--- src/rtl/rxf_pkg.sv ---
package rxf_pkg;

    localparam int MAC_BYTES = 6;
    localparam int MAC_BITS  = 8 * MAC_BYTES;
    localparam int TBL_SIZE  = 64;
    localparam int HASH_W    = $clog2(TBL_SIZE);
    localparam int FOLDS     = MAC_BITS / HASH_W;

    typedef logic [MAC_BITS-1:0] mac_t;
    typedef logic [HASH_W-1:0]   hidx_t;

    // Packed so that bit position equals the control input bit.
    typedef struct packed {
        logic bcast_en;
        logic hash_indiv;
        logic uc1_en;
        logic uc0_en;
    } filt_ctrl_t;

    // Wire order: byte 0 first, LSB first; folded in 6-bit slices.
    function automatic hidx_t fold_hash(input mac_t a);
        hidx_t h;
        h = '0;
        for (int g = 0; g < FOLDS; g++) begin
            h = h ^ a[HASH_W*g +: HASH_W];
        end
        return h;
    endfunction

    function automatic mac_t pack_addr(input logic [31:0] lo, input logic [15:0] hi);
        return {hi, lo};
    endfunction

endpackage

--- src/rtl/rxf_addr_capture.sv ---
module rxf_addr_capture
    import rxf_pkg::*;
#(
    parameter int BYTES = MAC_BYTES
) (
    input  logic         clk,
    input  logic         rst,
    input  logic         in_valid,
    input  logic         in_sof,
    input  logic [7:0]   in_byte,
    output mac_t         addr,
    output logic         addr_done
);
    localparam int CW = $clog2(BYTES + 1);
    localparam logic [CW-1:0] LAST = CW'(BYTES - 1);

    logic [CW-1:0] cnt;

    always_ff @(posedge clk) begin
        if (rst) begin
            cnt       <= '0;
            addr      <= '0;
            addr_done <= 1'b0;
        end else begin
            addr_done <= 1'b0;
            if (in_valid) begin
                if (in_sof) begin
                    addr      <= '0;
                    addr[7:0] <= in_byte;
                    cnt       <= CW'(1);
                    addr_done <= (BYTES == 1);
                end else if (cnt != '0 && cnt < CW'(BYTES)) begin
                    addr[8*int'(cnt) +: 8] <= in_byte;
                    cnt       <= cnt + 1'b1;
                    addr_done <= (cnt == LAST);
                end
            end
        end
    end

    assert_done_follows_byte_R7: assert property (@(posedge clk) disable iff (rst)
        addr_done |-> $past(in_valid));
    assert_done_single_pulse_R7: assert property (@(posedge clk) disable iff (rst)
        addr_done |=> !addr_done);

endmodule

--- src/rtl/rxf_match.sv ---
module rxf_match
    import rxf_pkg::*;
(
    input  mac_t                addr,
    input  filt_ctrl_t          ctrl,
    input  mac_t                uc0,
    input  mac_t                uc1,
    input  logic [TBL_SIZE-1:0] tbl,
    output logic                hit
);
    localparam int SLOTS = 2;

    mac_t             slot_addr [SLOTS];
    logic [SLOTS-1:0] slot_en;
    logic [SLOTS-1:0] slot_hit;
    logic             bcast_hit;
    logic             hash_hit;
    hidx_t            idx;

    assign slot_addr[0] = uc0;
    assign slot_addr[1] = uc1;
    assign slot_en      = {ctrl.uc1_en, ctrl.uc0_en};

    for (genvar i = 0; i < SLOTS; i++) begin : g_slot
        assign slot_hit[i] = slot_en[i] && (addr == slot_addr[i]);
    end

    assign bcast_hit = ctrl.bcast_en && (&addr);
    assign idx       = fold_hash(addr);
    assign hash_hit  = (addr[0] || ctrl.hash_indiv) && tbl[idx];
    assign hit       = (|slot_hit) || bcast_hit || hash_hit;

endmodule

--- src/rtl/rxf_verdict.sv ---
module rxf_verdict #(
    parameter int LEN_W   = 16,
    parameter int MIN_LEN = 12
) (
    input  logic             clk,
    input  logic             rst,
    input  logic             restart,
    input  logic             addr_done,
    input  logic             addr_hit,
    input  logic             eof_valid,
    input  logic [LEN_W-1:0] frame_len,
    output logic             verdict_valid,
    output logic             verdict_accept
);
    localparam logic [LEN_W-1:0] MIN_L = LEN_W'(MIN_LEN);

    logic hit_hold;
    logic hit_now;

    assign hit_now = hit_hold || (addr_done && addr_hit);

    always_ff @(posedge clk) begin
        if (rst) begin
            hit_hold       <= 1'b0;
            verdict_valid  <= 1'b0;
            verdict_accept <= 1'b0;
        end else begin
            verdict_valid  <= eof_valid;
            verdict_accept <= eof_valid && hit_now && (frame_len >= MIN_L);
            if (restart || eof_valid) hit_hold <= 1'b0;
            else if (addr_done)       hit_hold <= addr_hit;
        end
    end

    assert_verdict_after_eof_R8: assert property (@(posedge clk) disable iff (rst)
        verdict_valid |-> $past(eof_valid));
    assert_accept_qualified_R8: assert property (@(posedge clk) disable iff (rst)
        verdict_accept |-> verdict_valid);
    assert_accept_min_len_R8: assert property (@(posedge clk) disable iff (rst)
        verdict_accept |-> ($past(frame_len) >= MIN_L));

endmodule

--- src/rtl/rx_dest_filter.sv ---
module rx_dest_filter
    import rxf_pkg::*;
#(
    parameter int LEN_W   = 16,
    parameter int MIN_LEN = 12
) (
    input  logic             clk,
    input  logic             rst,
    input  logic             in_valid,
    input  logic             in_sof,
    input  logic [7:0]       in_byte,
    input  logic             eof_valid,
    input  logic [LEN_W-1:0] frame_len,
    input  logic [3:0]       ctrl,
    input  logic [31:0]      uc0_lo,
    input  logic [15:0]      uc0_hi,
    input  logic [31:0]      uc1_lo,
    input  logic [15:0]      uc1_hi,
    input  logic [31:0]      tbl_lo,
    input  logic [31:0]      tbl_hi,
    output logic             match_valid,
    output logic             match_hit,
    output logic             verdict_valid,
    output logic             verdict_accept
);
    filt_ctrl_t c;
    mac_t       addr;
    logic       addr_done;
    logic       hit;

    assign c = filt_ctrl_t'(ctrl);

    rxf_addr_capture #(.BYTES(MAC_BYTES)) u_cap (
        .clk       (clk),
        .rst       (rst),
        .in_valid  (in_valid),
        .in_sof    (in_sof),
        .in_byte   (in_byte),
        .addr      (addr),
        .addr_done (addr_done)
    );

    rxf_match u_match (
        .addr (addr),
        .ctrl (c),
        .uc0  (pack_addr(uc0_lo, uc0_hi)),
        .uc1  (pack_addr(uc1_lo, uc1_hi)),
        .tbl  ({tbl_hi, tbl_lo}),
        .hit  (hit)
    );

    rxf_verdict #(.LEN_W(LEN_W), .MIN_LEN(MIN_LEN)) u_verdict (
        .clk            (clk),
        .rst            (rst),
        .restart        (in_valid && in_sof),
        .addr_done      (addr_done),
        .addr_hit       (hit),
        .eof_valid      (eof_valid),
        .frame_len      (frame_len),
        .verdict_valid  (verdict_valid),
        .verdict_accept (verdict_accept)
    );

    assign match_valid = addr_done;
    assign match_hit   = addr_done && hit;

    assert_hit_only_when_valid_R7: assert property (@(posedge clk) disable iff (rst)
        match_hit |-> match_valid);
    assert_all_disabled_individual_R5: assert property (@(posedge clk) disable iff (rst)
        (match_valid && ctrl == 4'b0000 && !addr[0]) |-> !match_hit);
    assert_bcast_hit_R3: assert property (@(posedge clk) disable iff (rst)
        (match_valid && ctrl[3] && (&addr)) |-> match_hit);

endmodule

--- config.mk ---
export PLATFORM = sky130hd
export DESIGN_NAME = rx_dest_filter
export DESIGN_NICKNAME = d
export VERILOG_FILES = /design/src/rtl/rxf_pkg.sv /design/src/rtl/rxf_addr_capture.sv /design/src/rtl/rxf_match.sv /design/src/rtl/rxf_verdict.sv /design/src/rtl/rx_dest_filter.sv
export SDC_FILE = /design/constraint.sdc
export NUM_CORES = 1
export LEC_CHECK = 0
export BUFFER_PORTS_ARGS = -buffer_cell sky130_fd_sc_hd__buf_2
export CELL_PAD_IN_SITES_DETAIL_PLACEMENT = 1
export CELL_PAD_IN_SITES_GLOBAL_PLACEMENT = 2
export CORE_UTILIZATION = 28
export CTS_CLUSTER_SIZE = 28
export DETAILED_ROUTE_END_ITERATION = 16
export MAX_ROUTING_LAYER = met4
export PLACE_DENSITY = 0.82
export SYNTH_ARGS = -nofsm -noshare
export SYNTH_HDL_FRONTEND = slang
export SYNTH_SLANG_ARGS = --single-unit
--- constraint.sdc ---
create_clock -name clk -period 9.7 [get_ports clk]
set_input_delay 1.94 -clock clk [delete_from_list [all_inputs] [get_ports clk]]
set_output_delay 1.94 -clock clk [all_outputs]
set_load 0.005 [all_outputs]
==> results.ini, run 1 <==
[route]
route.detailed.drc = 0
drtIter0Drc = 233
via_per_inst = 5.141
num_vias = 4833
postRouteAntennaNets = 0
routedWlPerCell_um = 19.71
finalWirelength_mm = 18.53
firstDrtPassIters = 4

[sta]
hold_viol_final = 0
setup_viol = 0
clock.fmax_mhz = 173.7
finalHoldWorstSlack_ns = 0.4895
tightest_slew_ns = 1.304
slew_viol_final = 0
rsz0062_at_grt = no
layout_worst_path_cycle_share_pct = 59.36
fin_crit_ns = 5.758
skew_ns = 0.01031
finalSetupTns_ns = 0
max_slew_margin_pct = 12.67

[logic_synthesis]
synth_cell_types = 52
synthesis.area_um2 = 4584
syn-num-nets = 767
yosys_warnings = 0
synth_top_area_share_pct = 24.02
syn_area_per_cell_um2 = 8.043
synth_area_leader_cell = dfxtp_1
synth_seq_cells = 55
syn_inst = 570
yosysSeqAreaShare_pct = 24.02
synthTopCellsByArea = dfxtp_1, xnor2_1, xor2_1

[clocking]
cts_tree = yes
postCtsHoldBufs = 0
cts_buffers = 5
cts_setup_buffers = 0
cts_resized = 0
cts_root_buffer = clkbuf_16
clock_sinks = 55
path_clk_slew_ns = 0.07
cts_buffer_depth = 2
h-tree-depth = 2
clk_latency_ns = 0.30

[setup_path]
critPathMaxFanout = 3
critPathSlowestCell = nor4_1
crit_arrival_ns = 3.82
critical_path.max_stage_delay_ns = 0.46
required_ns = 7.76
cp-start-kind = input port
critPathKind = input port to primary output
end_kind = primary output
crit_chain = buf_2 -> xor2_1 -> nor4_1 -> nand4_1 -> nor3_1 -> nand4_1 -> o221ai_1 -> nand2_1 -> nand2_1 -> buf_2

[place]
place.gp.congestion = 0.8988
post_dp_cell_area_um2 = 5642
place_inst = 932
hpwlAfterDp_mm = 15.17
port_buffers = 194

[power_and_ir_drop]
power.internal_uw = 400.7
power_frac_seq_pct = 41.4
clkPwrFrac_pct = 32.4
vdd_drop_max_mv = 0.07079
leakage_nw = 2.321
pwr-share-comb_pct = 26.3
cellPowerDensity_nw_per_um2 = 98.31
swShare_pct = 29.59
power_switching_uw = 168.4

[global_routing]
grt_pass1_wl_mm = 27.45
grt_pass1_vias = 5025
grt-ovfl-total = 0
antenna_found_initial = 0
grt_max_degree = 55
track_usage_pct = 22.28

[die]
die_w_um = 130.0
start_util_pct = 28.76
io_pins = 197
dieHeight_um = 130.0
coreArea_um2 = 15940
rows = 46
dieArea_um2 = 16890

[cells_and_area]
design_area_um2 = 5789
final_cell_mix = buf_2, xnor2_1, dfxtp_1
final_util_pct = 36.31
nFillCells = 2002
final_cells = 940
final_nets = 920
layout_commonest_cell = buf_2
area_growth_pct = 26.28
drive_gt1_share_pct = 30.39
diodes = 0

[flow_run]
drv_cap = 0

[min_path]
hold_path_class = flip-flop to flip-flop

[run_status]
status = complete, no violations

## worst paths after layout
path,from,endpoint,slack [ns],depth (start not counted)
worst max-delay path,uc1_hi[3],match_hit,3.94,10
worst min-delay path,u_verdict.hit_hold,u_verdict.verdict_accept,0.49,2
worst max register to register,u_cap.addr[42],u_verdict.verdict_accept,6.42,10
worst min register to register,u_verdict.hit_hold,u_verdict.verdict_accept,0.49,2
## power groups by stage
| stage | sequential, mW | combinational, mW | clock [mW] |
|---|---|---|---|
| 3_3_place_gp | 0.241 | 0.146 | 0 |
| 5_1_grt | 0.236 | 0.163 | 0.198 |
| 4_1_cts | 0.235 | 0.151 | 0.187 |
| 3_5_place_dp | 0.241 | 0.150 | 0 |
| 6_report | 0.235 | 0.150 | 0.184 |
| 2_1_floorplan | 0.235 | 0.0880 | 0 |
## synth_stat cells, drive strengths merged
library cell / count
a211oi: 4
a21oi: 30
a221o: 1
a222oi: 2
a22o: 2
a22oi: 8
a31oi: 10
and2: 3
and3: 1
and3b: 1
buf: 4
clkbuf: 47
dfxtp: 55
ha: 4
inv: 23
mux2: 1
mux2i: 33
mux4: 8
nand2: 41
nand2b: 4
nand3: 40
nand3b: 1
nand4: 26
nor2: 39
nor2b: 1
nor3: 8
nor4: 20
nor4b: 2
o2111ai: 1
o211ai: 2
o21a: 1
o21ai: 6
o221ai: 4
o22ai: 5
o2bb2ai: 4
o31ai: 1
or2: 2
or3: 2
or3b: 1
xnor2: 78
xor2: 44
## flip-flops by register name, indices dropped and copies added, names as in the netlist
name / flops
u_cap.addr: 48
u_cap.cnt: 3
u_cap.addr_done: 1
u_verdict.verdict_valid: 1
u_verdict.hit_hold: 1
u_verdict.verdict_accept: 1
## through the flow
stage	power (mW)	setup WS, ns
after floorplan	0.3235	4.595
after global placement	0.3865	3.960
after detailed placement	0.3911	3.937
after CTS	0.5736	3.918
after global routing	0.5966	3.873
final	0.5691	3.942
## critical path: cells and delay by family
family	cells	cell delay, ns
compound gates	1	0.33
xor+xnor	1	0.13
buf+inv	2	0.21
simple gates	6	1.21
## final cells by class
class | instances | area, um^2 | area share, %
Sequential cell | 55 | 1101 | 19.02
Inverter | 23 | 86.33 | 1.491
Tap cell | 216 | 270.3 | 4.668
Clock inverter | 3 | 22.52 | 0.3890
Multi-Input combinational cell | 441 | 3191 | 55.11
Clock buffer | 5 | 125.1 | 2.161
Timing Repair Buffer | 197 | 993.5 | 17.16
## layer usage
metal  wire length, um  GRT usage (%)  vias up
met5                 0              -        -
met4               286          5.404        0
met3              1054          2.706       22
met2              9248          38.79      158
met1              7937          27.28     2350
li1                  -              -     2303
## cells by family (layout without fill, tap and decap cells)
| kind of cell | Yosys count | after routing | synth area share [%] |
|---|---|---|---|
| simple gates | 192 | 192 | 20.77 |
| fa+ha+maj | 4 | 4 | 1.092 |
| compound gates | 81 | 81 | 11.82 |
| xor+xnor | 122 | 122 | 23.96 |
| mux | 42 | 42 | 11.71 |
| flops | 55 | 55 | 24.02 |
| buf+inv | 74 | 228 | 6.632 |
No activity file was read; power rests on OpenSTA's default activity.
==> inputs of run 2 (changes only) <==
--- a/config.mk
+++ b/config.mk
@@ -8,11 +8,11 @@
 export BUFFER_PORTS_ARGS = -buffer_cell sky130_fd_sc_hd__buf_2
 export CELL_PAD_IN_SITES_DETAIL_PLACEMENT = 1
 export CELL_PAD_IN_SITES_GLOBAL_PLACEMENT = 2
-export CORE_UTILIZATION = 28
+export CORE_UTILIZATION = 26
 export CTS_CLUSTER_SIZE = 28
 export DETAILED_ROUTE_END_ITERATION = 16
 export MAX_ROUTING_LAYER = met4
-export PLACE_DENSITY = 0.82
+export PLACE_DENSITY = 0.77
 export SYNTH_ARGS = -nofsm -noshare
 export SYNTH_HDL_FRONTEND = slang
 export SYNTH_SLANG_ARGS = --single-unit
==> constraint.sdc (replaced) <==
create_clock -name clk -period 5.6 [get_ports clk]
set_input_delay 1.12 -clock clk [delete_from_list [all_inputs] [get_ports clk]]
set_output_delay 1.12 -clock clk [all_outputs]
set_load 0.005 [all_outputs]
==> results.ini, run 2 (synthesis gave the netlist of run 1 again) <==
[route]
num_vias = 4953
drtIter0Drc = 326
via_per_inst = 5.219
finalWirelength_mm = 19.36
postRouteAntennaNets = 0
route.detailed.drc = 0
routedWlPerCell_um = 20.40
firstDrtPassIters = 5

[place]
place.gp.congestion = 0.9003
hpwlAfterDp_mm = 15.88
post_dp_cell_area_um2 = 5659
place_inst = 941
port_buffers = 194

[clocking]
path_clk_slew_ns = 0.07
cts_buffer_depth = 2
cts_root_buffer = clkbuf_16
cts_setup_buffers = 0
clk_latency_ns = 0.30
cts_resized = 0
clock_sinks = 55
cts_tree = yes
h-tree-depth = 2
cts_buffers = 5
postCtsHoldBufs = 0

[cells_and_area]
multi_input_area_um2 = 3197
regMostFlops = u_cap.addr
final_nets = 920
diodes = 0
area_growth_pct = 26.53
final_cell_mix = buf_2, xnor2_1, dfxtp_1
regArea_um2 = 1101
layout_commonest_cell = buf_2
final_cells = 949
final_util_pct = 33.65
biggestRegsByFlops = u_cap.addr: 48 flops, u_cap.cnt: 3 flops
largest_reg_flops = 48
nFillCells = 2142
design_area_um2 = 5801
drive_gt1_share_pct = 30.39

[sta]
hold_viol_final = 0
tightest_slew_ns = 1.091
max_slew_margin_pct = 27.25
skew_ns = 0.007225
slew_viol_final = 0
layout_worst_path_cycle_share_pct = 86.71
setup_viol = 0
rsz0062_at_grt = no
clock.fmax_mhz = 205.9
fin_crit_ns = 4.856
finalSetupTns_ns = 0
finalHoldWorstSlack_ns = 0.4969

[global_routing]
grt_max_degree = 55
grt_pass1_vias = 5202
track_usage_pct = 21.78
antenna_found_initial = 0
grt_pass1_wl_mm = 29.00
grt-ovfl-total = 0

[die]
start_util_pct = 26.60
rows = 48
coreArea_um2 = 17240
die_w_um = 134.8
dieArea_um2 = 18170
io_pins = 197
dieHeight_um = 134.8

[setup_path]
required_ns = 4.48
setup.worst_path.start = u_cap.addr[36]
critPathKind = flip-flop to primary output
end_kind = primary output
rr_startpoint = u_cap.addr[36]
crit_arrival_ns = 3.74
cp-start-kind = flip-flop
critPathMaxFanout = 24

[power_and_ir_drop]
vdd_drop_max_mv = 0.1332
cellPowerDensity_nw_per_um2 = 170.2
leakage_nw = 2.313

[min_path]
hold_path_class = flip-flop to flip-flop
worstHoldStart = u_verdict.hit_hold

[flow_run]
drv_cap = 0

[run_status]
status = complete, no violations

==> run 2: cell count changes in the layout (fill, tap and decap cells not counted) <==
cell and change:
clkbuf_1 +1, clkinv_4 -1, clkinvlp_4 +1, inv_6 -1, nor4_1 -1, nor4_2 +1
==> run 2: routing by layer <==
metal	global-route usage [%]	vias to the layer above	part of all wire, %
met2	35.82	230	47
met5	-	-	0
met4	5.431	0	1.9
li1	-	2305	-
met3	3.078	24	7.2
met1	28.01	2394	44
==> run 2: layout make-up <==
type / instances / share of cell area [%]
Timing Repair Buffer: 197 / 17.13
Tap cell: 225 / 4.853
Clock inverter: 2 / 0.2157
Inverter: 23 / 1.488
Clock buffer: 6 / 2.222
Multi-Input combinational cell: 441 / 55.11
Sequential cell: 55 / 18.98
==> run 2: worst max-delay path, cell delays in order, from the launching register on <==
cell	delay, ns
dfxtp_1	0.55
xnor2_1	0.15
xnor2_1	0.21
xnor2_4	0.82
mux4_1	0.66
and2_1	0.17
a211oi_1	0.29
a211oi_2	0.07
o211ai_2	0.28
nand2_1	0.09
buf_2	0.14
==> run 2: power breakdown <==
| group | switching, mW | internal (mW) | leakage, nW |
|---|---|---|---|
| logic | 0.134 | 0.131 | 1.80 |
| registers | 0.0115 | 0.396 | 0.444 |
| clock network | 0.150 | 0.166 | 0.0669 |
==> run 2: stage by stage <==
| stage | setup WS (ns) | power, mW |
|---|---|---|
| final | 0.7440 | 0.9870 |
| after global routing | 0.4775 | 1.031 |
| after CTS | 0.6737 | 0.9939 |
| after detailed placement | 1.059 | 0.6815 |
| after global placement | 1.090 | 0.6744 |
| after floorplan | 1.981 | 0.5603 |
==> run 2: final timing paths <==
| check | slack [ns] | to | cells after the start |
|---|---|---|---|
| worst max-delay path | 0.74 | match_hit | 10 |
| worst min register to register | 0.50 | u_verdict.verdict_accept | 2 |
| worst max register to register | 2.15 | u_verdict.verdict_accept | 9 |
| worst min-delay path | 0.50 | u_verdict.verdict_accept | 2 |
==> inputs of run 3 (changes only) <==
--- a/config.mk
+++ b/config.mk
@@ -5,14 +5,16 @@
 export SDC_FILE = /design/constraint.sdc
 export NUM_CORES = 1
 export LEC_CHECK = 0
+export ABC_AREA = 1
 export BUFFER_PORTS_ARGS = -buffer_cell sky130_fd_sc_hd__buf_2
-export CELL_PAD_IN_SITES_DETAIL_PLACEMENT = 1
-export CELL_PAD_IN_SITES_GLOBAL_PLACEMENT = 2
-export CORE_UTILIZATION = 26
+export CELL_PAD_IN_SITES_DETAIL_PLACEMENT = 0
+export CELL_PAD_IN_SITES_GLOBAL_PLACEMENT = 1
+export CORE_MARGIN = 8
+export CORE_UTILIZATION = 33
 export CTS_CLUSTER_SIZE = 28
 export DETAILED_ROUTE_END_ITERATION = 16
 export MAX_ROUTING_LAYER = met4
-export PLACE_DENSITY = 0.77
+export PLACE_DENSITY = 0.79
 export SYNTH_ARGS = -nofsm -noshare
 export SYNTH_HDL_FRONTEND = slang
 export SYNTH_SLANG_ARGS = --single-unit
==> results.ini, run 3 <==
[setup_path]
crit_arrival_ns = 3.66
rr_startpoint = u_cap.addr[42]
critPathKind = flip-flop to primary output
r2r_slack_ns = 2.22
end_kind = primary output
critPathSlowestCell = nand2_2
critical_path.max_stage_delay_ns = 0.70
cp-start-kind = flip-flop
required_ns = 4.48
setup.worst_path.start = u_cap.addr[42]
crit_chain = nand2_1 -> nand2_1 -> nand2_1 -> nand2_1 -> nand3_2 -> nand2_2 -> nand2_1 -> nand3_1 -> nand3_1 -> nand3_1 -> nand3_1 -> nand3_1 -> nand3_1 -> nand2_1 -> nand2_2 -> inv_1 -> buf_2
critPathMaxFanout = 33

[sta]
setup_viol = 0
max_slew_margin_pct = 30.07
hold_viol_final = 0
skew_ns = 0.006038
rsz0062_at_grt = no
finalHoldWorstSlack_ns = 0.4617
finalSetupTns_ns = 0
slew_viol_final = 0
clock.fmax_mhz = 209.1
fin_crit_ns = 4.783
layout_worst_path_cycle_share_pct = 85.40
tightest_slew_ns = 1.042

[cells_and_area]
biggestRegsByFlops = u_cap.addr: 48 flops, u_cap.cnt: 3 flops
nFillCells = 1603
design_area_um2 = 6133
area_growth_pct = 25.89
diodes = 0
final_cell_mix = buf_2, nand2_1, nand3_1
drive_gt1_share_pct = 24.55
largest_reg_flops = 48
layout_commonest_cell = buf_2
final_nets = 1145
regMostFlops = u_cap.addr
final_cells = 1133
final_util_pct = 42.36

[clocking]
cts_buffer_depth = 2
h-tree-depth = 2
postCtsHoldBufs = 0
path_clk_slew_ns = 0.06
cts_buffers = 5
cts_setup_buffers = 0
clock_sinks = 55
cts_resized = 0
clk_latency_ns = 0.30
cts_root_buffer = clkbuf_16
cts_tree = yes

[logic_synthesis]
ys_top_cells_by_count = nand2_1, nand3_1, inv_1
yosysSeqAreaShare_pct = 22.60
synth_ff_type = dfxtp_1
synth_seq_cells = 55
synth_cell_types = 40
synth_top_area_share_pct = 22.60
synthMuxAreaShare_pct = 0
synth_edf_count = 0
synth-compound-area-share_pct = 18.85
syn-num-nets = 972
yosys_warnings = 0
syn_inst = 775
synthTopCellsByArea = dfxtp_1, nand2_1, nand3_1
synthXorXnorAreaFrac_pct = 12.56
syn_area_per_cell_um2 = 6.287
synthSimpleGateAreaFrac_pct = 35.00
synth_top_family_by_area = simple AND/OR/NAND/NOR gates
synth_area_leader_cell = dfxtp_1
synthesis.area_um2 = 4872
post-synth-top-count-cell = nand2_1
async_reset_ff_share_pct = 0
synth_fa_ha_area_share_pct = 1.027

[min_path]
worstHoldStart = u_verdict.hit_hold
hold_path_class = flip-flop to flip-flop

[route]
route.detailed.drc = 0
finalWirelength_mm = 21.76
num_vias = 5979
via_per_inst = 5.277
firstDrtPassIters = 5
postRouteAntennaNets = 0
drtIter0Drc = 376
routedWlPerCell_um = 19.20

[die]
rows = 44
dieArea_um2 = 18910
die_w_um = 137.5
io_pins = 197
dieHeight_um = 137.5
start_util_pct = 33.65
coreArea_um2 = 14480

[place]
hpwlAfterDp_mm = 17.97
place_inst = 1125
place.gp.congestion = 0.9347
post_dp_cell_area_um2 = 5959
port_buffers = 194

[global_routing]
grt_pass1_vias = 5781
antenna_found_initial = 0
track_usage_pct = 22.95
grt_max_degree = 40
grt_pass1_wl_mm = 32.39
grt-ovfl-total = 0

[power_and_ir_drop]
vdd_drop_max_mv = 0.1267
cellPowerDensity_nw_per_um2 = 213.3
leakage_nw = 2.871

[flow_run]
drv_cap = 0

[run_status]
status = complete, no violations

-- run 3: cell types whose count changed in the layout (fill, tap and decap cells not counted), sizes merged, moves of 20 or more --
cell	change
nand2	+133
nand3	+75
inv	+70
xnor2	-49
mux2i	-33
o21ai	+30
a211oi	+20
-- run 3: cells by family (layout without fill, tap and decap cells) --
kind of cell	Yosys count	in the layout
AO/OA/AOI/OAI	148	148
adder cells (fa/ha/maj)	4	4
buffers and inverters	124	298
AND/OR/NAND/NOR	384	384
XOR/XNOR	60	60
flip-flops	55	55
-- run 3: worst paths after layout --
kind | to | cells past startpoint
worst min-delay path | u_verdict.verdict_accept | 2
worst max-delay path | match_hit | 17
worst max register to register | u_verdict.verdict_accept | 16
worst min register to register | u_verdict.verdict_accept | 2
-- run 3: per-stage QoR --
stage / setup WS [ns] / power, mW
3_5_place_dp: 1.131 / 0.9517
3_3_place_gp: 1.083 / 0.9523
2_1_floorplan: 2.320 / 0.7715
4_1_cts: 0.8219 / 1.309
6_report: 0.8175 / 1.308
5_1_grt: 0.3598 / 1.395
-- run 3: worst max-delay path: cells and delay by family, from the launching register on --
kind / cells / cell delay, ns
AND/OR/NAND/NOR: 15 / 2.52
buffers and inverters: 2 / 0.16
flip-flops: 1 / 0.65
-- run 3: per-layer routing --
layer,routed length [um],track usage [%],vias to the layer above
met5,0,-,-
met4,622,7.121,0
met3,1934,3.465,42
met2,10370,38.39,250
met1,8828,27.81,2704
li1,-,-,2983
-- run 3: cell type report --
type / count / area, um^2 / area share [%]
timing repair buffer: 197 / 993.5 / 16.20
clock buffer: 6 / 138.9 / 2.264
tap: 184 / 230.2 / 3.754
clock inverter: 2 / 35.03 / 0.5712
inverter: 93 / 349.1 / 5.692
multi-input combinational: 596 / 3286 / 53.57
sequential: 55 / 1101 / 17.95
-- run 3: report_power, final --
group	switching [mW]	internal (mW)	leakage (nW)
clock network	0.140	0.223	0.0868
registers	0.0293	0.408	0.449
logic	0.309	0.199	2.34
total	0.479	0.829	2.87
